<file path="config.mk">
export PLATFORM = sky130hd
export DESIGN_NAME = sb_issue
export DESIGN_NICKNAME = d
export VERILOG_FILES = /design/src/rtl/sb_pkg.sv /design/src/rtl/sb_flags.sv /design/src/rtl/sb_window.sv /design/src/rtl/sb_issue.sv
export SDC_FILE = /design/constraint.sdc
export NUM_CORES = 1
export LEC_CHECK = 0
export BUFFER_PORTS_ARGS = -buffer_cell sky130_fd_sc_hd__buf_2
export CAP_MARGIN = 25
export CORE_MARGIN = 2
export CORE_UTILIZATION = 52
export CTS_CLUSTER_DIAMETER = 100
export DETAILED_ROUTE_END_ITERATION = 12
export PLACE_DENSITY = 0.81
export SLEW_MARGIN = 20
export SYNTH_ARGS = -nofsm -noshare
export SYNTH_HDL_FRONTEND = slang
export SYNTH_SLANG_ARGS = --single-unit
</file>
<file path="constraint.sdc">
create_clock -name clk_i -period 2.49 [get_ports clk_i]
set_input_delay 0.1245 -clock clk_i [delete_from_list [all_inputs] [get_ports clk_i]]
set_output_delay 0.1245 -clock clk_i [all_outputs]
set_load 0.005 [all_outputs]
</file>
<file path="src/rtl/sb_pkg.sv">
package sb_pkg;
  typedef enum int unsigned {
    OPND_DST  = 0,
    OPND_SRC1 = 1,
    OPND_SRC2 = 2
  } opnd_e;
  localparam int unsigned OPND_N = 3;
endpackage

</file>
<file path="src/rtl/sb_flags.sv">
module sb_flags #(
  parameter int NUM_REGS = 32,
  localparam int REG_W = $clog2(NUM_REGS)
) (
  input  logic                                   clk_i,
  input  logic                                   rst_ni,
  input  logic                                   set_en_i,
  input  logic [REG_W-1:0]                       set_idx_i,
  input  logic                                   clr_en_i,
  input  logic [REG_W-1:0]                       clr_idx_i,
  input  logic [sb_pkg::OPND_N-1:0][REG_W-1:0]   rd_idx_i,
  output logic [sb_pkg::OPND_N-1:0]              rd_avail_o,
  output logic [NUM_REGS-1:0]                    flags_o
);
  logic [NUM_REGS-1:0] avail_q, avail_d;

  // reservation applied after release: same-register collision ends reserved
  always_comb begin
    avail_d = avail_q;
    if (set_en_i) avail_d[set_idx_i] = 1'b1;
    if (clr_en_i) avail_d[clr_idx_i] = 1'b0;
    avail_d[0] = 1'b1;
  end

  always_ff @(posedge clk_i or negedge rst_ni) begin
    if (!rst_ni) avail_q <= '1;
    else         avail_q <= avail_d;
  end

  for (genvar g = 0; g < sb_pkg::OPND_N; g++) begin : g_rd
    assign rd_avail_o[g] = avail_q[rd_idx_i[g]];
  end

  assign flags_o = avail_q;
endmodule

</file>
<file path="src/rtl/sb_window.sv">
module sb_window #(
  parameter int DATA_W = 15
) (
  input  logic              clk_i,
  input  logic              rst_ni,
  input  logic              in_valid_i,
  output logic              in_ready_o,
  input  logic [DATA_W-1:0] in_data_i,
  input  logic              pop_i,
  output logic              valid_o,
  output logic [DATA_W-1:0] data_o
);
  logic              valid_q;
  logic [DATA_W-1:0] data_q;
  logic              take;

  assign in_ready_o = !valid_q || pop_i;
  assign take       = in_valid_i && in_ready_o;

  always_ff @(posedge clk_i or negedge rst_ni) begin
    if (!rst_ni) begin
      valid_q <= 1'b0;
      data_q  <= '0;
    end else begin
      if (take) begin
        valid_q <= 1'b1;
        data_q  <= in_data_i;
      end else if (pop_i) begin
        valid_q <= 1'b0;
      end
    end
  end

  assign valid_o = valid_q;
  assign data_o  = data_q;
endmodule

</file>
<file path="src/rtl/sb_issue.sv">
module sb_issue #(
  parameter int NUM_REGS = 32,
  localparam int REG_W = $clog2(NUM_REGS)
) (
  input  logic             clk_i,
  input  logic             rst_ni,
  input  logic             in_valid_i,
  output logic             in_ready_o,
  input  logic [REG_W-1:0] in_dst_i,
  input  logic [REG_W-1:0] in_src1_i,
  input  logic [REG_W-1:0] in_src2_i,
  input  logic             fu_busy_i,
  input  logic             wb_valid_i,
  input  logic [REG_W-1:0] wb_reg_i,
  output logic             issue_o,
  output logic [REG_W-1:0] issue_dst_o,
  output logic [REG_W-1:0] issue_src1_o,
  output logic [REG_W-1:0] issue_src2_o
);
  import sb_pkg::*;
  localparam int WIN_W = OPND_N * REG_W;

  logic                          win_valid;
  logic [WIN_W-1:0]              win_data;
  logic [OPND_N-1:0][REG_W-1:0]  opnd_idx;
  logic [OPND_N-1:0]             opnd_avail;
  logic [NUM_REGS-1:0]           flags;
  logic                          issue;

  sb_window #(.DATA_W(WIN_W)) u_window (
    .clk_i      (clk_i),
    .rst_ni     (rst_ni),
    .in_valid_i (in_valid_i),
    .in_ready_o (in_ready_o),
    .in_data_i  ({in_dst_i, in_src1_i, in_src2_i}),
    .pop_i      (issue),
    .valid_o    (win_valid),
    .data_o     (win_data)
  );

  assign opnd_idx[OPND_DST]  = win_data[2*REG_W +: REG_W];
  assign opnd_idx[OPND_SRC1] = win_data[REG_W +: REG_W];
  assign opnd_idx[OPND_SRC2] = win_data[0 +: REG_W];

  sb_flags #(.NUM_REGS(NUM_REGS)) u_flags (
    .clk_i      (clk_i),
    .rst_ni     (rst_ni),
    .set_en_i   (wb_valid_i),
    .set_idx_i  (wb_reg_i),
    .clr_en_i   (issue),
    .clr_idx_i  (opnd_idx[OPND_DST]),
    .rd_idx_i   (opnd_idx),
    .rd_avail_o (opnd_avail),
    .flags_o    (flags)
  );

  assign issue        = win_valid && (&opnd_avail) && !fu_busy_i;
  assign issue_o      = issue;
  assign issue_dst_o  = opnd_idx[OPND_DST];
  assign issue_src1_o = opnd_idx[OPND_SRC1];
  assign issue_src2_o = opnd_idx[OPND_SRC2];
endmodule

</file>
==> results.cfg, run 1 <==
[outcome]
status = finished, violations left
violations = setup timing

[sta]
min_period_over_period = 1.03
hold_violations = 0
worst_pin_slew_ns = 0.831
skew_ns = 0.00960
fmax_ghz = 0.391
fin_crit_ns = 2.56
fin_setup_tns_ns = -0.777
setup_ws_ns = -0.0686
rsz0062_at_grt = true
setup_viol = 29
fin_hold_ws_ns = 0.0452
max_slew_margin = 0.445
slew_viol_final = 0

[synth]
synth_edf_count = 0
synth_area_mm2 = 0.00310
async_reset_ff_frac = 1.00
yosys_warnings = 0
yosysSeqAreaShare = 0.392
syn_inst = 283
syn_avg_cell_area_um2 = 10.9
synth-main-ff-cell = dfstp_2
ys_types = 53
synth_seq_cells = 47
syn-num-nets = 308

[place]
placed_area_mm2 = 0.00351
dp_hpwl_um = 6380
port-buffer-count = 41
pre_cts_slack_ns = -0.0809
gp_congestion = 0.989
dp_cells = 408

[die]
die-area_mm2 = 0.00659
die_x_um = 81.2
io_pins = 42
fp-row-count = 28
die_h_um = 81.2
start_util = 0.530
coreArea_mm2 = 0.00585

[cells_and_area]
final_cell_mix = 40 x buf_2, 31 x buf_4, 31 x dfstp_2, 28 x nor2_1, 27 x o22a_1
diodes = 0
final_common_cell = buf_2
final_cells = 426
nNetsFinal = 376
area_growth_pct = 23.9
drive_above_1_share = 0.493
postLayoutCellArea_mm2 = 0.00384

[detailed_routing]
wl_met1_um = 3840
drtIter0Drc = 285
wire_per_inst_um = 21.0
avgViaCountPerCell = 6.52
drc = 0
met3_length_um = 709
dr.pass1.iters = 5
dr.max_layer_used = met4
wl_met2_um = 4240
num_vias = 2777
antenna_left = 0
drt-total-wl_um = 8960

[hold_path]
hold_class = in -> reg

[cts]
h-tree-depth = 2
clkSinkCount = 47
clk_pin_slew_ns = 0.09
cts-root-buf = clkbuf_8
cts_tree = built
numCtsBuffers = 5
cts.path.max_buffers = 2
clk_latency_ns = 0.30

[worst_setup_path]
slowest_delay_ns = 0.51
cp_common_cell = buf_6
worstSetupPathType = reg -> out
crit_chain = mux4_2 > mux2_4 > or3_1 > nand4_1 > a211oi_4 > buf_6 > nand2b_4 > buf_6
slowest_stage = mux4_2
cp_max_fo = 5
worstPathRequired_ns = 2.37
worstSetupStartpointType = register
worstPathArrival_ns = 2.43
end_kind = primary output

[global_routing]
grt_pass1_vias = 2733
grt_start_max_net_pins = 33
antenna_found_initial = 0
grtUsageTotal = 0.280
grt_overflow = 0
grt_pass1_wl_um = 14000

[power]
powerDensity_mw_per_mm2 = 1350
peakVddDrop_mv = 0.732
power_leakage_nw = 1.64

[run]
drv_cap = 0
## where the power goes
part | total [mW] | switching [mW] | internal [mW] | leakage (nW)
logic | 2.87 | 1.24 | 1.63 | 1.08
registers | 1.82 | 0.560 | 1.26 | 0.512
clock network | 0.476 | 0.258 | 0.218 | 0.0470
total | 5.17 | 2.06 | 3.10 | 1.64
## worst max-delay path: cells and delay by family (launching register included)
| kind | cells | cell delay (ns) |
|---|---|---|
| mux | 2 | 0.79 |
| flops | 1 | 0.43 |
| compound gates | 1 | 0.07 |
| simple gates | 3 | 0.58 |
| buf+inv | 2 | 0.26 |
## cell usage after synthesis, drive strengths merged, types with 4 or more instances
cell     n  share of area
mux2i   24          0.078
dfrtp   16           0.13
a21oi    6         0.0097
buf     17          0.039
nor3b    6          0.015
dfstp   31           0.26
nand2b   6          0.012
nand3b   7          0.019
nor2    29          0.035
nand2   15          0.018
inv      4         0.0048
nand3    8          0.015
nor2b    5          0.010
and3     5          0.010
o22a    27          0.076
mux4     8          0.061
mux2    21          0.088
nor4     4         0.0081
## flip-flops by register name, indices dropped and copies added (netlist names)
register / flops
u_window.valid_o: 1
u_flags.flags_o: 31
u_window.data_o: 15
## per-layer routing
metal | track usage | vias to the layer above
met4 | 0.0831 | 0
met5 | 0 | -
met2 | 0.455 | 140
met1 | 0.382 | 1397
met3 | 0.0522 | 23
li1 | - | 1217
## timing repair
item                                    CTS  global route
resized for setup                        16            24
hold endpoints to repair                 12             0
endpoints found under the setup margin   39            46
hold buffers                              1             0
pin swaps                                 1            21
setup buffers                             4             6
## cell families after synthesis
family	Yosys count	synth area share
AND/OR/NAND/NOR	99	0.174
AO/OA/AOI/OAI	60	0.160
multiplexers	53	0.227
flip-flops	47	0.392
buffers and inverters	24	0.0477
## cell type report
| type | instances | area, um2 |
|---|---|---|
| well taps | 75 | 93.8 |
| repair buffers | 81 | 559 |
| clock buffers | 6 | 82.6 |
| clock inverters | 1 | 5.00 |
| inverters | 4 | 15.0 |
| fillers | 449 | 2010 |
| multi-input cells | 212 | 1860 |
| flip-flops and latches | 47 | 1220 |
## per-stage QoR
stage | total power [mW] | utilization
floorplan | 3.34 | -
global route | 5.45 | 0.656
CTS | 4.85 | 0.630
finish | 5.17 | 0.656
global placement | 4.14 | 0.599
detailed placement | 4.23 | 0.599
## path summary, 6_finish.rpt
kind                                                start                               to  slack [ns]  cells after the start
min in group asynchronous                          rst_ni   u_window.data_o[3]$_DFFE_PN0P_        0.26                      2
setup reg to reg           u_window.data_o[0]$_DFFE_PN0P_   u_window.data_o[0]$_DFFE_PN0P_       -0.04                      8
hold / removal                                in_dst_i[2]  u_window.data_o[12]$_DFFE_PN0P_        0.05                      2
setup / recovery           u_window.data_o[0]$_DFFE_PN0P_                       in_ready_o       -0.07                      8
max in group asynchronous                          rst_ni     u_flags.flags_o[6]$_DFF_PN1_        1.45                      3
hold reg to reg             u_flags.flags_o[29]$_DFF_PN1_    u_flags.flags_o[29]$_DFF_PN1_        0.55                      1
No activity file was read; power rests on OpenSTA's default activity.
==> inputs of run 2 (changes only) <==
--- a/config.mk
+++ b/config.mk
@@ -8,10 +8,12 @@
 export BUFFER_PORTS_ARGS = -buffer_cell sky130_fd_sc_hd__buf_2
 export CAP_MARGIN = 25
 export CORE_MARGIN = 2
-export CORE_UTILIZATION = 52
+export CORE_UTILIZATION = 54
+export CTS_BUF_LIST = sky130_fd_sc_hd__clkbuf_4 sky130_fd_sc_hd__clkbuf_8
 export CTS_CLUSTER_DIAMETER = 100
 export DETAILED_ROUTE_END_ITERATION = 12
-export PLACE_DENSITY = 0.81
+export GPL_ROUTABILITY_DRIVEN = 0
+export PLACE_DENSITY = 0.79
 export SLEW_MARGIN = 20
 export SYNTH_ARGS = -nofsm -noshare
 export SYNTH_HDL_FRONTEND = slang
==> run 2 against run 1 <==
Compared with the run above: the flow still finishes with violations (setup timing); register-to-register slack got worse by 0.03 ns; fmax decreased by 2.0%; die area is 3.5% lower; worst setup slack worse by 0.052 ns; critical path depth unchanged; final area shrank 3.7%; non-clock buffer count shrank 7; via count decreased by 2.7%; critical endpoint unchanged.
==> results.cfg, run 2 (same netlist as run 1, synthesis figures left out) <==
[worst_setup_path]
reg2reg_from = u_flags.flags_o[1]$_DFF_PN1_
worstSetupPathType = reg -> out
startpoint = u_flags.flags_o[1]$_DFF_PN1_
worstPathRequired_ns = 2.37
worstSetupStartpointType = register
reg2reg_to = u_flags.flags_o[11]$_DFF_PN1_
cp_max_fo = 7
worstPathArrival_ns = 2.49
endpoint = in_ready_o
end_kind = primary output
rr_worst_depth = 8
reg2reg_slack_ns = -0.07

[cells_and_area]
largest_reg_flops = 31
utilization = 0.668
final_common_cell = buf_2
drive_above_1_share = 0.449
nNetsFinal = 369
diodes = 0
final_cell_mix = 39 x buf_2, 31 x dfstp_2, 29 x nor2_1, 27 x o22a_1, 27 x buf_4
final_cells = 417
multi_input_area_mm2 = 0.00176
final.fill_count = 440
area_growth_pct = 19.4
register_area_mm2 = 0.00122

[sta]
setup_viol = 26
slew_viol_final = 0
max_slew_margin = 0.440
fin_setup_tns_ns = -1.09
min_period_over_period = 1.05
rsz0062_at_grt = true
fin_crit_ns = 2.61
skew_ns = 0.0101
fmax_ghz = 0.383
hold_violations = 0
worst_pin_slew_ns = 0.838
fin_hold_ws_ns = 0.0488
setup_ws_ns = -0.121

[die]
die-area_mm2 = 0.00636
start_util = 0.559
io_pins = 42
die_x_um = 79.7
fp-row-count = 27
coreArea_mm2 = 0.00554
die_h_um = 79.7

[outcome]
violations = setup timing
status = finished, violations left

[hold_path]
min-delay-start = in_src1_i[4]
hold_class = in -> reg

[cts]
cts.path.max_buffers = 2
clkSinkCount = 47
h-tree-depth = 2
clk_latency_ns = 0.31
cts-root-buf = clkbuf_8
cts_tree = built
clk_pin_slew_ns = 0.08
numCtsBuffers = 5

[run]
drv_cap = 0

[place]
port-buffer-count = 41
dp_hpwl_um = 6290
dp_cells = 404
pre_cts_slack_ns = -0.0597

[global_routing]
grtUsageTotal = 0.288
grt_pass1_vias = 2695
antenna_found_initial = 0
grt_pass1_wl_um = 13900
grt_overflow = 0
grt_start_max_net_pins = 48

[detailed_routing]
avgViaCountPerCell = 6.48
antenna_left = 0
drc = 0
dr.pass1.iters = 5
drtIter0Drc = 232
drt-total-wl_um = 8710
num_vias = 2703
wire_per_inst_um = 20.9

[power]
power_leakage_nw = 1.54
peakVddDrop_mv = 0.694
powerDensity_mw_per_mm2 = 1350
run 2: how the worst min path moves through the flow:
stage / end / slack (ns) / depth (start not counted)
after floorplan: u_window.data_o[0]$_DFFE_PN0P_ / -0.17 / 0
after global placement: u_window.data_o[7]$_DFFE_PN0P_ / 0.34 / 1
after detailed placement: u_window.data_o[2]$_DFFE_PN0P_ / 0.36 / 1
after CTS: u_window.data_o[2]$_DFFE_PN0P_ / 0.03 / 1
after global routing: u_window.data_o[10]$_DFFE_PN0P_ / 0.03 / 2
final: u_window.data_o[9]$_DFFE_PN0P_ / 0.05 / 2
run 2: repair_timing:
action,in CTS,in global routing
cloned,0,0
hold buffers,0,1
hold endpoints to repair,0,16
endpoints found under the setup margin,41,44
gates resized for setup,13,1
pin swaps,1,2
setup buffers,3,1
run 2: final cells by class:
cell class / count / area share
multi-input combinational: 212 / 0.475
sequential: 47 / 0.330
timing repair buffer: 74 / 0.139
clock buffer: 7 / 0.0260
tap: 72 / 0.0244
inverter: 4 / 0.00406
clock inverter: 1 / 0.00169
run 2: power breakdown:
part / internal [mW] / switching (mW) / total [mW]
Clock: 0.254 / 0.257 / 0.511
Sequential: 1.26 / 0.561 / 1.82
Combinational: 1.53 / 1.13 / 2.65
run 2: layer usage:
metal / up-vias / wire, um / track usage / share of wire
met5: - / 0 / 0 / 0
li1: 1197 / - / - / -
met2: 160 / 4130 / 0.471 / 0.47
met3: 16 / 748 / 0.0577 / 0.086
met4: 0 / 146 / 0.0678 / 0.017
met1: 1330 / 3680 / 0.396 / 0.42
run 2: worst max-delay path, cell delays in order (launching register included):
cell and delay, ns:
dfstp_2 0.59, mux2i_1 0.09, a221o_1 0.42, a211oi_2 0.21, nor4_1 0.10, a211oi_2 0.35
buf_6 0.20, nand2b_4 0.14, buf_6 0.09
run 2: per-stage QoR:
stage	area, um2	power, mW
after CTS	3670	4.91
after global routing	3700	5.25
after floorplan	3100	3.34
final	3700	4.98
after global placement	3510	4.17
after detailed placement	3510	4.27
==> inputs of run 3 (changes only) <==
--- a/config.mk
+++ b/config.mk
@@ -13,6 +13,7 @@
 export CTS_CLUSTER_DIAMETER = 100
 export DETAILED_ROUTE_END_ITERATION = 12
 export GPL_ROUTABILITY_DRIVEN = 0
+export HOLD_SLACK_MARGIN = 0.15
 export PLACE_DENSITY = 0.79
 export SLEW_MARGIN = 20
 export SYNTH_ARGS = -nofsm -noshare
==> run 3 against run 2 <==
Compared with the run above: combinational power about the same; clock-buffer cell count is the same; die area unchanged; critical path type unchanged; critical path depth is the same; hold slack improved by 0.12 ns; first-iteration DRC count down 1.7%; final area increased by 4.3%; via count increased by 2.6%; the run still ends with setup timing left; sequential share of layout area shrank 1.4 points; highest routed layer unchanged; wire length increased by 2.4%; largest cell class unchanged; worst setup slack gained 0.027 ns; sequential cell count stayed put.
==> results.cfg, run 3 (same netlist as run 1, synthesis figures left out) <==
[outcome]
violations = setup timing
status = finished, violations left

[cts]
clk_pin_slew_ns = 0.09
h-tree-depth = 2
cts_tree = built
cts.path.max_buffers = 2
clkSinkCount = 47
cts-root-buf = clkbuf_8
clk_latency_ns = 0.31
numCtsBuffers = 5

[power]
powerDensity_mw_per_mm2 = 1300
pwr-share-seq = 0.362
swShare = 0.389
p_clk_frac = 0.104
p_int_mw = 3.06
power_frac_comb = 0.534
power_leakage_nw = 1.61
power.switching_mw = 1.95
power_mw = 5.00
peakVddDrop_mv = 0.682

[cells_and_area]
final_common_cell = buf_2
utilization = 0.696
largest_reg_flops = 31
nNetsFinal = 385
final_cells = 433
area_growth_pct = 24.6
final.fill_count = 420
diodes = 0
drive_above_1_share = 0.429
final_cell_mix = 39 x buf_2, 31 x dfstp_2, 29 x nor2_1, 27 x o22a_1, 27 x buf_4

[sta]
rsz0062_at_grt = true
fin_hold_ws_ns = 0.164
fmax_ghz = 0.387
skew_ns = 0.00827
fin_crit_ns = 2.58
setup_viol = 30
hold_violations = 0
slew_viol_final = 0
max_slew_margin = 0.444
setup_ws_ns = -0.0938
fin_setup_tns_ns = -0.444
min_period_over_period = 1.04
worst_pin_slew_ns = 0.832

[global_routing]
grt_overflow = 0
grt_start_max_net_pins = 48
grt_pass1_vias = 2779
grtUsageTotal = 0.298
antenna_found_initial = 0
grt_pass1_wl_um = 14400

[worst_setup_path]
worstPathRequired_ns = 2.37
cp_common_cell = buf_6
worstSetupStartpointType = register
worstSetupPathType = reg -> out
end_kind = primary output
slowest_stage = dfstp_2
cp_max_fo = 7
slowest_delay_ns = 0.58
crit_chain = mux2i_1 > a221o_1 > a211oi_1 > nor4_1 > a211oi_2 > buf_6 > nand2b_4 > buf_6
worstPathArrival_ns = 2.46

[detailed_routing]
drc = 0
met3_length_um = 681
antenna_left = 0
drtIter0Drc = 228
avgViaCountPerCell = 6.40
wl_met1_um = 3790
wl_met2_um = 4280
dr.pass1.iters = 5
wire_per_inst_um = 20.6
dr.max_layer_used = met4
drt-total-wl_um = 8920
num_vias = 2772

[die]
die_h_um = 79.7
coreArea_mm2 = 0.00554
die_x_um = 79.7
die-area_mm2 = 0.00636
start_util = 0.559
fp-row-count = 27
io_pins = 42

[place]
port-buffer-count = 41
dp_cells = 404
dp_hpwl_um = 6290

[hold_path]
hold_class = in -> reg

[run]
drv_cap = 0
## run 3: layout make-up
class                           count  area (um2)  share of cell area
Timing Repair Buffer               90         673               0.174
Inverter                            4        15.0             0.00389
Tap cell                           72        90.1              0.0233
Clock inverter                      1        6.26             0.00162
Clock buffer                        7        96.3              0.0250
Multi-Input combinational cell    212        1760               0.456
Sequential cell                    47        1220               0.316
## run 3: per-stage QoR
step           setup WS, ns  instance area [um2]
3_3_place_gp        -0.0104                 3510
3_5_place_dp        -0.0597                 3510
6_report            -0.0938                 3860
2_1_floorplan      0.000838                 3100
5_1_grt              -0.179                 3860
4_1_cts             -0.0561                 3840
## run 3: path summary, 6_finish.rpt
kind | from | to | slack (ns) | depth (start not counted)
max in group asynchronous | rst_ni | u_window.data_o[5]$_DFFE_PN0P_ | 1.69 | 2
max reg2reg | u_flags.flags_o[1]$_DFF_PN1_ | u_flags.flags_o[23]$_DFF_PN1_ | -0.03 | 8
max | u_flags.flags_o[1]$_DFF_PN1_ | in_ready_o | -0.09 | 8
min in group asynchronous | rst_ni | u_window.data_o[9]$_DFFE_PN0P_ | 0.36 | 2
min reg2reg | u_flags.flags_o[22]$_DFF_PN1_ | u_flags.flags_o[22]$_DFF_PN1_ | 0.55 | 1
min | wb_reg_i[0] | u_flags.flags_o[20]$_DFF_PN1_ | 0.16 | 3
## run 3: critical path: cells and delay by family (launching register included)
| kind | cells | cell delay [ns] |
|---|---|---|
| multiplexers | 1 | 0.09 |
| flip-flops | 1 | 0.58 |
| AND/OR/NAND/NOR | 2 | 0.24 |
| AO/OA/AOI/OAI | 3 | 0.95 |
| buffers and inverters | 2 | 0.29 |
## run 3: timing repair
| item | 4_1_cts | 5_1_grt |
|---|---|---|
| pin swaps | 1 | 1 |
| endpoints found under the setup margin | 41 | 44 |
| resized for setup | 13 | 1 |
| setup buffers | 3 | 1 |
| hold buffers | 17 | 0 |
| gates cloned | 0 | 0 |
| endpoints found under the hold margin | 32 | 0 |
## run 3: routing by layer
metal | GRT usage | up-vias
met5 | 0 | -
met4 | 0.0780 | 0
li1 | - | 1232
met1 | 0.398 | 1389
met3 | 0.0645 | 16
met2 | 0.493 | 135
## run 3: power groups by stage
stage | Sequential (mW) | Combinational, mW | Clock (mW)
after detailed placement | 1.78 | 2.48 | 0
after global routing | 1.86 | 2.86 | 0.556
after global placement | 1.75 | 2.41 | 0
after floorplan | 1.50 | 1.84 | 0
final | 1.81 | 2.67 | 0.521
after CTS | 1.79 | 2.62 | 0.522
